`config.mk`:
```
export PLATFORM = sky130hd
export DESIGN_NAME = bsram_ctrl
export DESIGN_NICKNAME = d
export VERILOG_FILES = /design/src/rtl/bsram_pkg.sv /design/src/rtl/bsram_cmd.sv /design/src/rtl/bsram_burst.sv /design/src/rtl/bsram_array.sv /design/src/rtl/bsram_out.sv /design/src/rtl/bsram_ctrl.sv
export SDC_FILE = /design/constraint.sdc
export NUM_CORES = 2
export LEC_CHECK = 0
export BUFFER_PORTS_ARGS = -buffer_cell sky130_fd_sc_hd__buf_2
export CAP_MARGIN = 5
export CORE_ASPECT_RATIO = 1.2
export CORE_UTILIZATION = 40
export DETAILED_ROUTE_END_ITERATION = 10
export PLACE_DENSITY = 0.54
export SYNTH_ARGS = -nofsm -noshare
export SYNTH_HDL_FRONTEND = slang
export SYNTH_HIERARCHICAL = 1
export SYNTH_MEMORY_MAX_BITS = 65536
export SYNTH_SLANG_ARGS = --single-unit
```
`constraint.sdc`:
```
create_clock -name clk -period 3.8 [get_ports clk]
set_clock_uncertainty 0.15 [all_clocks]
set_input_delay 0.57 -clock clk [delete_from_list [all_inputs] [get_ports clk]]
set_output_delay 0.57 -clock clk [all_outputs]
set_load 0.005 [all_outputs]
```
`src/rtl/bsram_pkg.sv`:
```
// Shared constants and types of the burst SRAM controller.
// Assumes a 4-beat burst, so the burst counter is 2 bits wide.
package bsram_pkg;
    localparam int BYTE_W = 9;
    localparam int LANES  = 2;
    localparam int CNT_W  = 2;

    // Which address strobe, if any, is accepted on this edge.
    typedef enum logic [1:0] {
        ST_NONE = 2'd0,
        ST_CPU  = 2'd1,
        ST_CTL  = 2'd2
    } strobe_e;
endpackage

```
`src/rtl/bsram_cmd.sv`:
```
// Command decode of the burst SRAM controller: picks the accepted strobe,
// decides load or deselect, advance, and the effective per-lane write mask.
// Purely combinational; assumes all inputs are sampled on the rising edge.
module bsram_cmd
    import bsram_pkg::*;
#(
    parameter int LANES = bsram_pkg::LANES
)(
    input  logic             strb_cpu_n,
    input  logic             strb_ctl_n,
    input  logic             adv_n,
    input  logic             sel_main_n,
    input  logic             sel_lo_n,
    input  logic             sel_hi,
    input  logic             wr_all_n,
    input  logic             wr_byte_n,
    input  logic [LANES-1:0] lane_n,
    output strobe_e          strobe,
    output logic             load,
    output logic             desel,
    output logic             step,
    output logic [LANES-1:0] wmask
);
    logic             chips_on;
    logic [LANES-1:0] raw_mask;

    // Strobe arbitration: the processor strobe needs the master enable, the controller strobe does not.
    always_comb begin
        if (!strb_cpu_n && !sel_main_n) begin
            strobe = ST_CPU;
        end else if (!strb_ctl_n) begin
            strobe = ST_CTL;
        end else begin
            strobe = ST_NONE;
        end
    end

    // Chip-select qualification of an accepted strobe.
    always_comb begin
        chips_on = !sel_main_n && !sel_lo_n && sel_hi;
        load     = (strobe != ST_NONE) && chips_on;
        desel    = (strobe != ST_NONE) && !chips_on;
        step     = (strobe == ST_NONE) && !adv_n;
    end

    // Write decode; the byte inputs are ignored on a processor-strobe edge.
    always_comb begin
        if (!wr_all_n) begin
            raw_mask = '1;
        end else if (!wr_byte_n) begin
            raw_mask = ~lane_n;
        end else begin
            raw_mask = '0;
        end
        wmask = (strobe == ST_CPU) ? '0 : raw_mask;
    end
endmodule

```
`src/rtl/bsram_burst.sv`:
```
// Address register and 2-bit burst counter. Loads the external address on
// an accepted strobe, steps the low bits in interleaved or linear order,
// and holds the address of the most recent access for the read port.
// Assumes AW >= 2.
module bsram_burst
    import bsram_pkg::*;
#(
    parameter int AW = 8
)(
    input  logic          clk,
    input  logic          rst_n,
    input  logic [AW-1:0] addr_in,
    input  logic          load,
    input  logic          desel,
    input  logic          step,
    input  logic          no_strobe,
    input  logic          order_xor,
    output logic          active,
    output logic          acc_en,
    output logic [AW-1:0] acc_addr,
    output logic [AW-1:0] rd_addr
);
    logic [AW-1:0]    base_q;
    logic [CNT_W-1:0] cnt_q;
    logic [CNT_W-1:0] cnt_nx;
    logic             active_q;

    // Burst low bits from start bits and count.
    function automatic logic [CNT_W-1:0] beat_bits(input logic [CNT_W-1:0] b,
                                                   input logic [CNT_W-1:0] c,
                                                   input logic x);
        return x ? (b ^ c) : (b + c);
    endfunction

    // Access address for this edge: external on load, else next or current burst beat.
    always_comb begin
        cnt_nx   = step ? cnt_q + 1'b1 : cnt_q;
        acc_en   = load || (no_strobe && active_q);
        acc_addr = load ? addr_in
                        : {base_q[AW-1:CNT_W], beat_bits(base_q[CNT_W-1:0], cnt_nx, order_xor)};
    end

    assign active = active_q;

    // Burst state: open on load, close on deselect, count while open.
    always_ff @(posedge clk) begin
        if (!rst_n) begin
            active_q <= 1'b0;
            base_q   <= '0;
            cnt_q    <= '0;
        end else if (load) begin
            active_q <= 1'b1;
            base_q   <= addr_in;
            cnt_q    <= '0;
        end else if (desel) begin
            active_q <= 1'b0;
        end else if (active_q) begin
            cnt_q    <= cnt_nx;
        end
    end

    // Registered address of the latest access, feeding the read port.
    always_ff @(posedge clk) begin
        if (!rst_n) begin
            rd_addr <= '0;
        end else if (acc_en) begin
            rd_addr <= acc_addr;
        end
    end

    // a suspended edge repeats the address.
    p_suspend_hold_r5: assert property (@(posedge clk) disable iff (!rst_n)
        (active_q && no_strobe && !step) |=> $stable(rd_addr));

    // a linear step adds one to the low bits and keeps the upper bits.
    p_linear_step_r6: assert property (@(posedge clk) disable iff (!rst_n)
        (active_q && step && !order_xor)
        |=> (rd_addr[CNT_W-1:0] == $past(rd_addr[CNT_W-1:0]) + 1'b1)
            && (rd_addr[AW-1:CNT_W] == $past(rd_addr[AW-1:CNT_W])));
endmodule

```
`src/rtl/bsram_array.sv`:
```
// Word array with one synchronous byte-masked write port and one
// combinational read port. One storage bank per byte lane; no reset.
module bsram_array #(
    parameter int DEPTH  = 256,
    parameter int AW     = 8,
    parameter int BYTE_W = 9,
    parameter int LANES  = 2,
    localparam int WORD_W = BYTE_W * LANES
)(
    input  logic              clk,
    input  logic [LANES-1:0]  we_mask,
    input  logic [AW-1:0]     waddr,
    input  logic [WORD_W-1:0] wdata,
    input  logic [AW-1:0]     raddr,
    output logic [WORD_W-1:0] rdata
);
    for (genvar g = 0; g < LANES; g++) begin : g_lane
        logic [BYTE_W-1:0] bank [DEPTH];

        // Lane write on its own strobe.
        always_ff @(posedge clk) begin
            if (we_mask[g]) begin
                bank[waddr] <= wdata[g*BYTE_W +: BYTE_W];
            end
        end

        assign rdata[g*BYTE_W +: BYTE_W] = bank[raddr];
    end
endmodule

```
`src/rtl/bsram_out.sv`:
```
// Read output stage: flow-through or one extra register stage, plus the
// tristate enable that honours deselect, byte-write blocking and oe_n.
module bsram_out #(
    parameter int WORD_W = 18
)(
    input  logic              clk,
    input  logic              rst_n,
    input  logic              pipe_sel,
    input  logic              oe_n,
    input  logic              rd_now,
    input  logic              blk_now,
    input  logic [WORD_W-1:0] flow_data,
    output logic [WORD_W-1:0] rdata,
    output logic              rdata_oe
);
    logic              rd_q;
    logic              blk_q;
    logic              pipe_vld_q;
    logic [WORD_W-1:0] pipe_q;
    logic              valid;

    // Read-valid, write-block and the pipeline register.
    always_ff @(posedge clk) begin
        if (!rst_n) begin
            rd_q       <= 1'b0;
            blk_q      <= 1'b0;
            pipe_vld_q <= 1'b0;
            pipe_q     <= '0;
        end else begin
            rd_q       <= rd_now;
            blk_q      <= blk_now;
            pipe_vld_q <= rd_q;
            pipe_q     <= flow_data;
        end
    end

    // Output selection and drive enable.
    always_comb begin
        rdata    = pipe_sel ? pipe_q : flow_data;
        valid    = pipe_sel ? pipe_vld_q : rd_q;
        rdata_oe = valid && !blk_q && !oe_n;
    end
endmodule

```
`src/rtl/bsram_ctrl.sv`:
```
// Top of the burst SRAM controller: strobe decode, burst addressing,
// byte-lane array and the selectable read path.
// Assumes pipe_sel and order_xor are held steady during an open burst.
module bsram_ctrl
    import bsram_pkg::*;
#(
    parameter int DEPTH  = 256,
    parameter int BYTE_W = bsram_pkg::BYTE_W,
    parameter int LANES  = bsram_pkg::LANES,
    localparam int AW     = $clog2(DEPTH),
    localparam int WORD_W = BYTE_W * LANES
)(
    input  logic              clk,
    input  logic              rst_n,
    input  logic              strb_cpu_n,
    input  logic              strb_ctl_n,
    input  logic              adv_n,
    input  logic              sel_main_n,
    input  logic              sel_lo_n,
    input  logic              sel_hi,
    input  logic              wr_all_n,
    input  logic              wr_byte_n,
    input  logic [LANES-1:0]  lane_n,
    input  logic              order_xor,
    input  logic              pipe_sel,
    input  logic              oe_n,
    input  logic [AW-1:0]     addr,
    input  logic [WORD_W-1:0] wdata,
    output logic [WORD_W-1:0] rdata,
    output logic              rdata_oe
);
    strobe_e           strobe;
    logic              load;
    logic              desel;
    logic              step;
    logic [LANES-1:0]  wmask;
    logic              active;
    logic              acc_en;
    logic [AW-1:0]     acc_addr;
    logic [AW-1:0]     rd_addr;
    logic [LANES-1:0]  we_mask;
    logic              rd_now;
    logic              blk_now;
    logic [WORD_W-1:0] flow_data;

    bsram_cmd #(.LANES(LANES)) u_cmd (
        .strb_cpu_n (strb_cpu_n),
        .strb_ctl_n (strb_ctl_n),
        .adv_n      (adv_n),
        .sel_main_n (sel_main_n),
        .sel_lo_n   (sel_lo_n),
        .sel_hi     (sel_hi),
        .wr_all_n   (wr_all_n),
        .wr_byte_n  (wr_byte_n),
        .lane_n     (lane_n),
        .strobe     (strobe),
        .load       (load),
        .desel      (desel),
        .step       (step),
        .wmask      (wmask)
    );

    bsram_burst #(.AW(AW)) u_burst (
        .clk       (clk),
        .rst_n     (rst_n),
        .addr_in   (addr),
        .load      (load),
        .desel     (desel),
        .step      (step),
        .no_strobe (strobe == ST_NONE),
        .order_xor (order_xor),
        .active    (active),
        .acc_en    (acc_en),
        .acc_addr  (acc_addr),
        .rd_addr   (rd_addr)
    );

    // Access type of this edge: write if any lane is selected, else read.
    always_comb begin
        we_mask = acc_en ? wmask : '0;
        rd_now  = acc_en && (wmask == '0);
        blk_now = (wmask != '0);
    end

    bsram_array #(
        .DEPTH  (DEPTH),
        .AW     (AW),
        .BYTE_W (BYTE_W),
        .LANES  (LANES)
    ) u_array (
        .clk     (clk),
        .we_mask (we_mask),
        .waddr   (acc_addr),
        .wdata   (wdata),
        .raddr   (rd_addr),
        .rdata   (flow_data)
    );

    bsram_out #(.WORD_W(WORD_W)) u_out (
        .clk       (clk),
        .rst_n     (rst_n),
        .pipe_sel  (pipe_sel),
        .oe_n      (oe_n),
        .rd_now    (rd_now),
        .blk_now   (blk_now),
        .flow_data (flow_data),
        .rdata     (rdata),
        .rdata_oe  (rdata_oe)
    );

    // a processor-strobe edge never writes.
    p_cpu_no_write_r1: assert property (@(posedge clk) disable iff (!rst_n)
        (strobe == ST_CPU) |-> (we_mask == '0));

    // controller strobe with master enable off closes the access.
    p_ctl_unblocked_r2: assert property (@(posedge clk) disable iff (!rst_n)
        (!strb_ctl_n && sel_main_n) |=> !active);

    // sampled byte write blocks the drivers next cycle.
    p_lane_blocks_r8: assert property (@(posedge clk) disable iff (!rst_n)
        (wmask != '0) |=> !rdata_oe);

    // flow-through deselect turns drivers off after one edge.
    p_desel_flow_r9: assert property (@(posedge clk) disable iff (!rst_n)
        (desel && !pipe_sel) |=> (!rdata_oe || pipe_sel));

    // pipelined deselect turns drivers off one cycle later.
    p_desel_pipe_r9: assert property (@(posedge clk) disable iff (!rst_n)
        (desel && pipe_sel) |=> ##1 (!rdata_oe || !pipe_sel));
endmodule

```
# Yosys cells after proc, flatten, opt, wreduce, memory -nomap -nowiden
# Memories as Yosys holds them, arrays and structs flattened. A register that Yosys moved wholly into a read port is not among the register bits.
# Cells that the tools add are included.
# Widths: inputs -> output; s select.
[totals]
register_bits = 40
ram_bits = 4608
inputBits = 41
output_inout_bits = 19
elab_cells = 63
n_memories = 2
[op_classes]
add_sub_neg = 2
eq_ne = 1
mux = 21
bitwise = 4
n_reduce_logical = 25
[memory_table]
columns = ["memory", "words", "word_bits", "rd", "rd_clocked_by_memory_dff", "wr", "line_no", "source"]
rows = [
  ["u_array.g_lane[0].bank", 256, 9, 1, 1, 1, "bsram_array.sv:18", "logic [BYTE_W-1:0] bank [DEPTH];"],
  ["u_array.g_lane[1].bank", 256, 9, 1, 1, 1, "bsram_array.sv:18", ""],
]
[ops]
columns = ["operator", "count"]
rows = [
  ["$mux 8", 5],
  ["$mux 18", 1],
  ["$mux 2", 8],
  ["$logic_and 1x1->1", 10],
  ["$logic_not 1->1", 7],
  ["$mux 1", 7],
  ["$reduce_bool 2->1", 3],
  ["$logic_not 2->1", 2],
  ["$add 2x1->2 const B", 1],
  ["$add 2x2->2", 1],
  ["$eq 2x1->1 const B", 1],
  ["$not 1->1", 2],
  ["$not 2->2", 1],
  ["$reduce_and 2->1", 1],
  ["$reduce_or 2->1", 1],
  ["$xor 2x2->2", 1],
  ["$logic_or 1x1->1", 1],
]

# Depth between registers and ports, before layout
[depth]
ltp_word = 11
ltp_mapped = 13

# Cells and area by module
# Netlist, hierarchy kept.
[by_module_without_submodules]
columns = ["mod", "instances", "cells_per_inst", "area_per_inst_um2", "seq_area_each_um2"]
rows = [
  ["bsram_array", 1, 8320, 178239.7, 138372.7],
  ["bsram_out", 1, 66, 847.1, 420.4],
  ["bsram_burst", 1, 83, 834.6, 380.4],
  ["bsram_cmd", 1, 12, 70.1, 0.0],
  ["bsram_ctrl", 1, 5, 32.5, 0.0],
]

# Worst setup path after synthesis
# OpenSTA, ideal clock, no wires.
[synth_path]
kind = "input to register"
startpoint = "input port sel_main_n"
endpoint = "memory u_array.g_lane[1].bank[206][0], enable pin"
setup_time_ns = 0.374
arrival_ns = 3.123
required_ns = 3.276
path_slack_ns = 0.153
cell_stages = 11
cell_sequence = "o21a_1 > nor2b_4 > xor2_1 > ha_1 > nor2b_2 > xnor3_1 > a21oi_1 > nor2b_1 > nand3_1 > clkbuf_1 > nor2_1"
[synth_between]
elab_chain_len = 9
[synth_lines]
columns = ["element", "line_no", "source"]
rows = [
  ["start, declared", "bsram_ctrl.sv:18", "input logic sel_main_n,"],
  ["$logic_not 1->1", "bsram_cmd.sv:29", "if (!strb_cpu_n && !sel_main_n) begin"],
  ["$logic_and 1x1->1", "bsram_cmd.sv:29", ""],
  ["$mux 2", "bsram_cmd.sv:29", ""],
  ["$logic_not 2->1", "bsram_cmd.sv:43", "step = (strobe == ST_NONE) && !adv_n;"],
  ["$logic_and 1x1->1", "bsram_cmd.sv:43", ""],
  ["net step", "bsram_ctrl.sv:35", "logic step;"],
  ["$mux 2", "bsram_burst.sv:37", "cnt_nx = step ? cnt_q + 1'b1 : cnt_q;"],
  ["net u_burst.cnt_nx[0]", "bsram_burst.sv:25", "logic [CNT_W-1:0] cnt_nx;"],
  ["$add 2x2->2", "bsram_burst.sv:32", "return x ? (b ^ c) : (b + c);"],
  ["$mux 2", "bsram_burst.sv:32", ""],
  ["$mux 8", "bsram_burst.sv:39", "acc_addr = load ? addr_in"],
  ["net acc_addr[1]", "bsram_ctrl.sv:39", "logic [AW-1:0] acc_addr;"],
  ["end, declared", "bsram_array.sv:18", ""],
]
# The timed path passes the listed nets, and every way through them passes these cells.

==> run_results.csv <==
group,metric,value,unit
outcome,status,"finished, violations left",
outcome,violations,"setup timing",
logic_synthesis,async_reset_ff_share,0,%
final_layout,final_nets,10250,
detailed_routing,vias_per_cell,5.642,
worst_setup_path,cp-start-kind,"flop",
final_layout,multi_input_area,39400,µm²
sta,period_share,142.0,%
floorplan,num_rows,269,
floorplan,start_util,40.22,%
global_route,grt_max_degree,139,
worst_setup_path,critPathKind,"reg2out",
logic_synthesis,synth_nets,8528,
placement,place_ws,-1.681,ns
final_layout,fillers,36430,
detailed_routing,wl_per_cell,30.71,µm
logic_synthesis,synth_edf_count,4608,
logic_synthesis,syn_area,180000,µm²
floorplan,dieArea,452800,µm²
floorplan,ios,60,
sta,rsz0062_at_grt,"true",
worst_setup_path,cp_data_required_time,3.08,ns
worst_setup_path,crit_path_max_fanout,23,
final_layout,layout.cells.non_filler,16560,
worst_setup_path,worstSetupEndpointType,"output port",
pwr,peakVddDrop,0.4045,mV
sta,setup_viol,18,
global_route,antenna_found_initial,20,
worst_setup_path,worstPathArrival,4.68,ns
global_route,track_usage,22.15,%
logic_synthesis,yosys_most_used_dff,"edfxtp_1",
floorplan,die_w,614.4,µm
worst_setup_path,crit_top_cell,"buf_4",
placement,portBuffers,59,
final_layout,final_area,219000,µm²
logic_synthesis,ys_seq_elements,4648,
detailed_routing,drt_iter0_markers,8635,
worst_setup_path,slowest_delay,0.46,ns
floorplan,fp.dieH,736.9,µm
logic_synthesis,syn-instance-count,8486,
pwr,power,109.7,mW
cts,worstSkewPairLatency,1.03,ns
worst_hold_path,min_path_type,"in2reg",
sta,period_needed,5.398,ns
cts,cts_sinks,4648,
final_layout,final-seq-area,139200,µm²
sta,setup_ws,-1.598,ns
logic_synthesis,ys_warn_count,6,
placement,place_congestion,0.8514,
logic_synthesis,ys_seq_area_share,77.31,%
detailed_routing,drc,0,
placement,dp_cells,15550,
global_route,grt_first_pass_wirelength,721700,µm
placement,dpl.hpwl,330700,µm
worst_setup_path,crit_chain,"nand2b_4 -> buf_12 -> buf_4 -> o221ai_1 -> buf_4 -> o22ai_1 -> o21ai_1 -> buf_4 -> nand4_1 -> buf_4 -> nor4_4 -> buf_4 -> o31a_1 -> buf_12 -> mux2_4 -> buf_6",
worst_setup_path,critPathSlowestCell,"dfxtp_4",
sta,timing.fmax,185.3,MHz
pwr,p_leak,69.22,nW
sta,relSlewSlack,3.331,%
sta,drv_slew,0,
logic_synthesis,yosysTopAreaCell,"edfxtp_1",
cts,cts-root-buf,"clkbuf_16",
detailed_routing,drt_wl_total,508500,µm
job,drv_cap,0,
logic_synthesis,synth_area_leaders,"edfxtp_1, mux4_2, mux2i_1",
cts,cts-htree-levels,5,
logic_synthesis,synth_top_cell_area_share,76.86,%
global_route,grt_pass1_vias,96160,
final_layout,drive_above_1_share,34.77,%
sta,hold_viol,0,
logic_synthesis,avgSynthCellArea,21.21,µm²
sta,worstMarginPinSlew,1.450,ns
final_layout,area_growth,21.65,%
detailed_routing,antenna_left,0,
cts,numCtsBuffers,452,
floorplan,coreArea,447600,µm²
detailed_routing,vias,93420,
logic_synthesis,synth_cell_types,69,
cts,clk_path_buf_depth,4,
global_route,grt_overflow,0,
cts,cts.clk_slew.worst_paths,0.06,ns
pwr,cellPowerDensity,501.0,nW/µm²
detailed_routing,firstDrtPassIters,5,
placement,dpl_cell_area,199400,µm²
cts,cts_tree,"yes",
sta,whs,0.1125,ns
[registers in the layout, indices dropped and copies added (netlist names)]
register and flops:
u_array/g_lane.bank 4608, u_out/pipe_q 18, u_burst/base_q 8, u_burst/rd_addr 8, u_burst/cnt_q 2, u_burst/active 1, u_out/blk_q 1, u_out/pipe_vld_q 1
u_out/rd_q 1
[worst max-delay path: cells and delay by family, from the launching register on]
family          cells  cell delay (ns)
flops               1             0.46
compound gates      4             0.67
buf+inv             8             1.50
mux                 1             0.15
simple gates        3             0.81
[layout make-up]
cell class              count  share of cell area [%]
diodes                      3                0.003428
clock buffers             539                   5.382
clock inverters           302                   1.388
inverters                  10                 0.02171
multi-input cells        3285                   17.99
flip-flops and latches   4648                   63.56
well taps                5962                   3.406
repair buffers           1810                   8.248
[kinds of logic (layout without fill, tap and decap cells)]
group / count (synthesis) / after routing / share of synthesized area (%)
buffers and inverters: 553 / 2661 / 1.995
adder cells (fa/ha/maj): 1 / 1 / 0.006949
XOR/XNOR: 5 / 5 / 0.03197
AO/OA/AOI/OAI: 988 / 988 / 4.025
flip-flops: 4648 / 4648 / 77.31
multiplexers: 1495 / 1495 / 14.72
other: 0 / 3 / 0
AND/OR/NAND/NOR: 796 / 796 / 1.911
[synth_stat cells, types with 45 or more instances]
cell,number
edfxtp_1,4608
mux4_2,906
mux2i_1,562
nor2_1,545
o221ai_1,262
clkbuf_1,257
a21oi_1,172
a22oi_1,151
o22ai_1,139
buf_2,97
nand2_1,61
buf_6,60
nor3_1,56
a22o_1,54
o21ai_0,46
a221oi_1,45
[report_power, final]
group | internal, mW | total, mW | switching, mW
clock | 25.9 | 45.3 | 19.3
combinational | 3.43 | 8.06 | 4.63
sequential | 56.4 | 56.4 | 0.0261
total | 85.8 | 110 | 24.0
[per-layer routing]
layer | vias up | global-route usage [%] | routed length [µm]
met2 | 2937 | 38.90 | 261400
met1 | 50510 | 28.99 | 204400
met3 | 647 | 2.529 | 26150
met5 | - | 0 | 64
met4 | 10 | 6.638 | 16570
li1 | 39310 | - | -
[path summary, 6_finish.rpt]
check	from	to	slack [ns]	cells past startpoint
worst max-delay path	u_burst/rd_addr[1]	rdata[0]	-1.60	16
worst min-delay path	strb_cpu_n	u_burst/cnt_q[1]	0.11	6
worst max register to register	u_burst/rd_addr[1]	u_out/pipe_q[0]	0.07	15
worst min register to register	u_out/rd_q	u_out/pipe_vld_q	0.31	1
[metrics by stage]
| stage | TNS [ns] | util, % |
|---|---|---|
| final | -26.00 | 48.92 |
| after global routing | -28.06 | 48.92 |
| after CTS | -27.58 | 48.82 |
| after detailed placement | -490.34 | 44.54 |
| after global placement | -458.09 | 44.54 |
| after floorplan | 0 | - |
[timing repair]
action / in CTS / in global routing
hold buffers: 36 / 0
pin swaps: 107 / 37
gates cloned: 28 / 1
setup endpoints to repair: 45 / 71
buffers inserted: 92 / 17
resized for setup: 452 / 73
hold endpoints to repair: 881 / 0
[cells in the final DEF (no fill, tap or decap), types with 108 or more instances in the layout]
cell / n
edfxtp_1: 4608
buf_4: 1368
mux4_2: 906
mux2i_1: 558
nor2_1: 524
clkbuf_16: 460
buf_12: 232
o221ai_1: 223
a21oi_1: 139
a22oi_1: 114
clkinv_1: 109
o22ai_1: 108
Power figures use the tool's default switching activity.
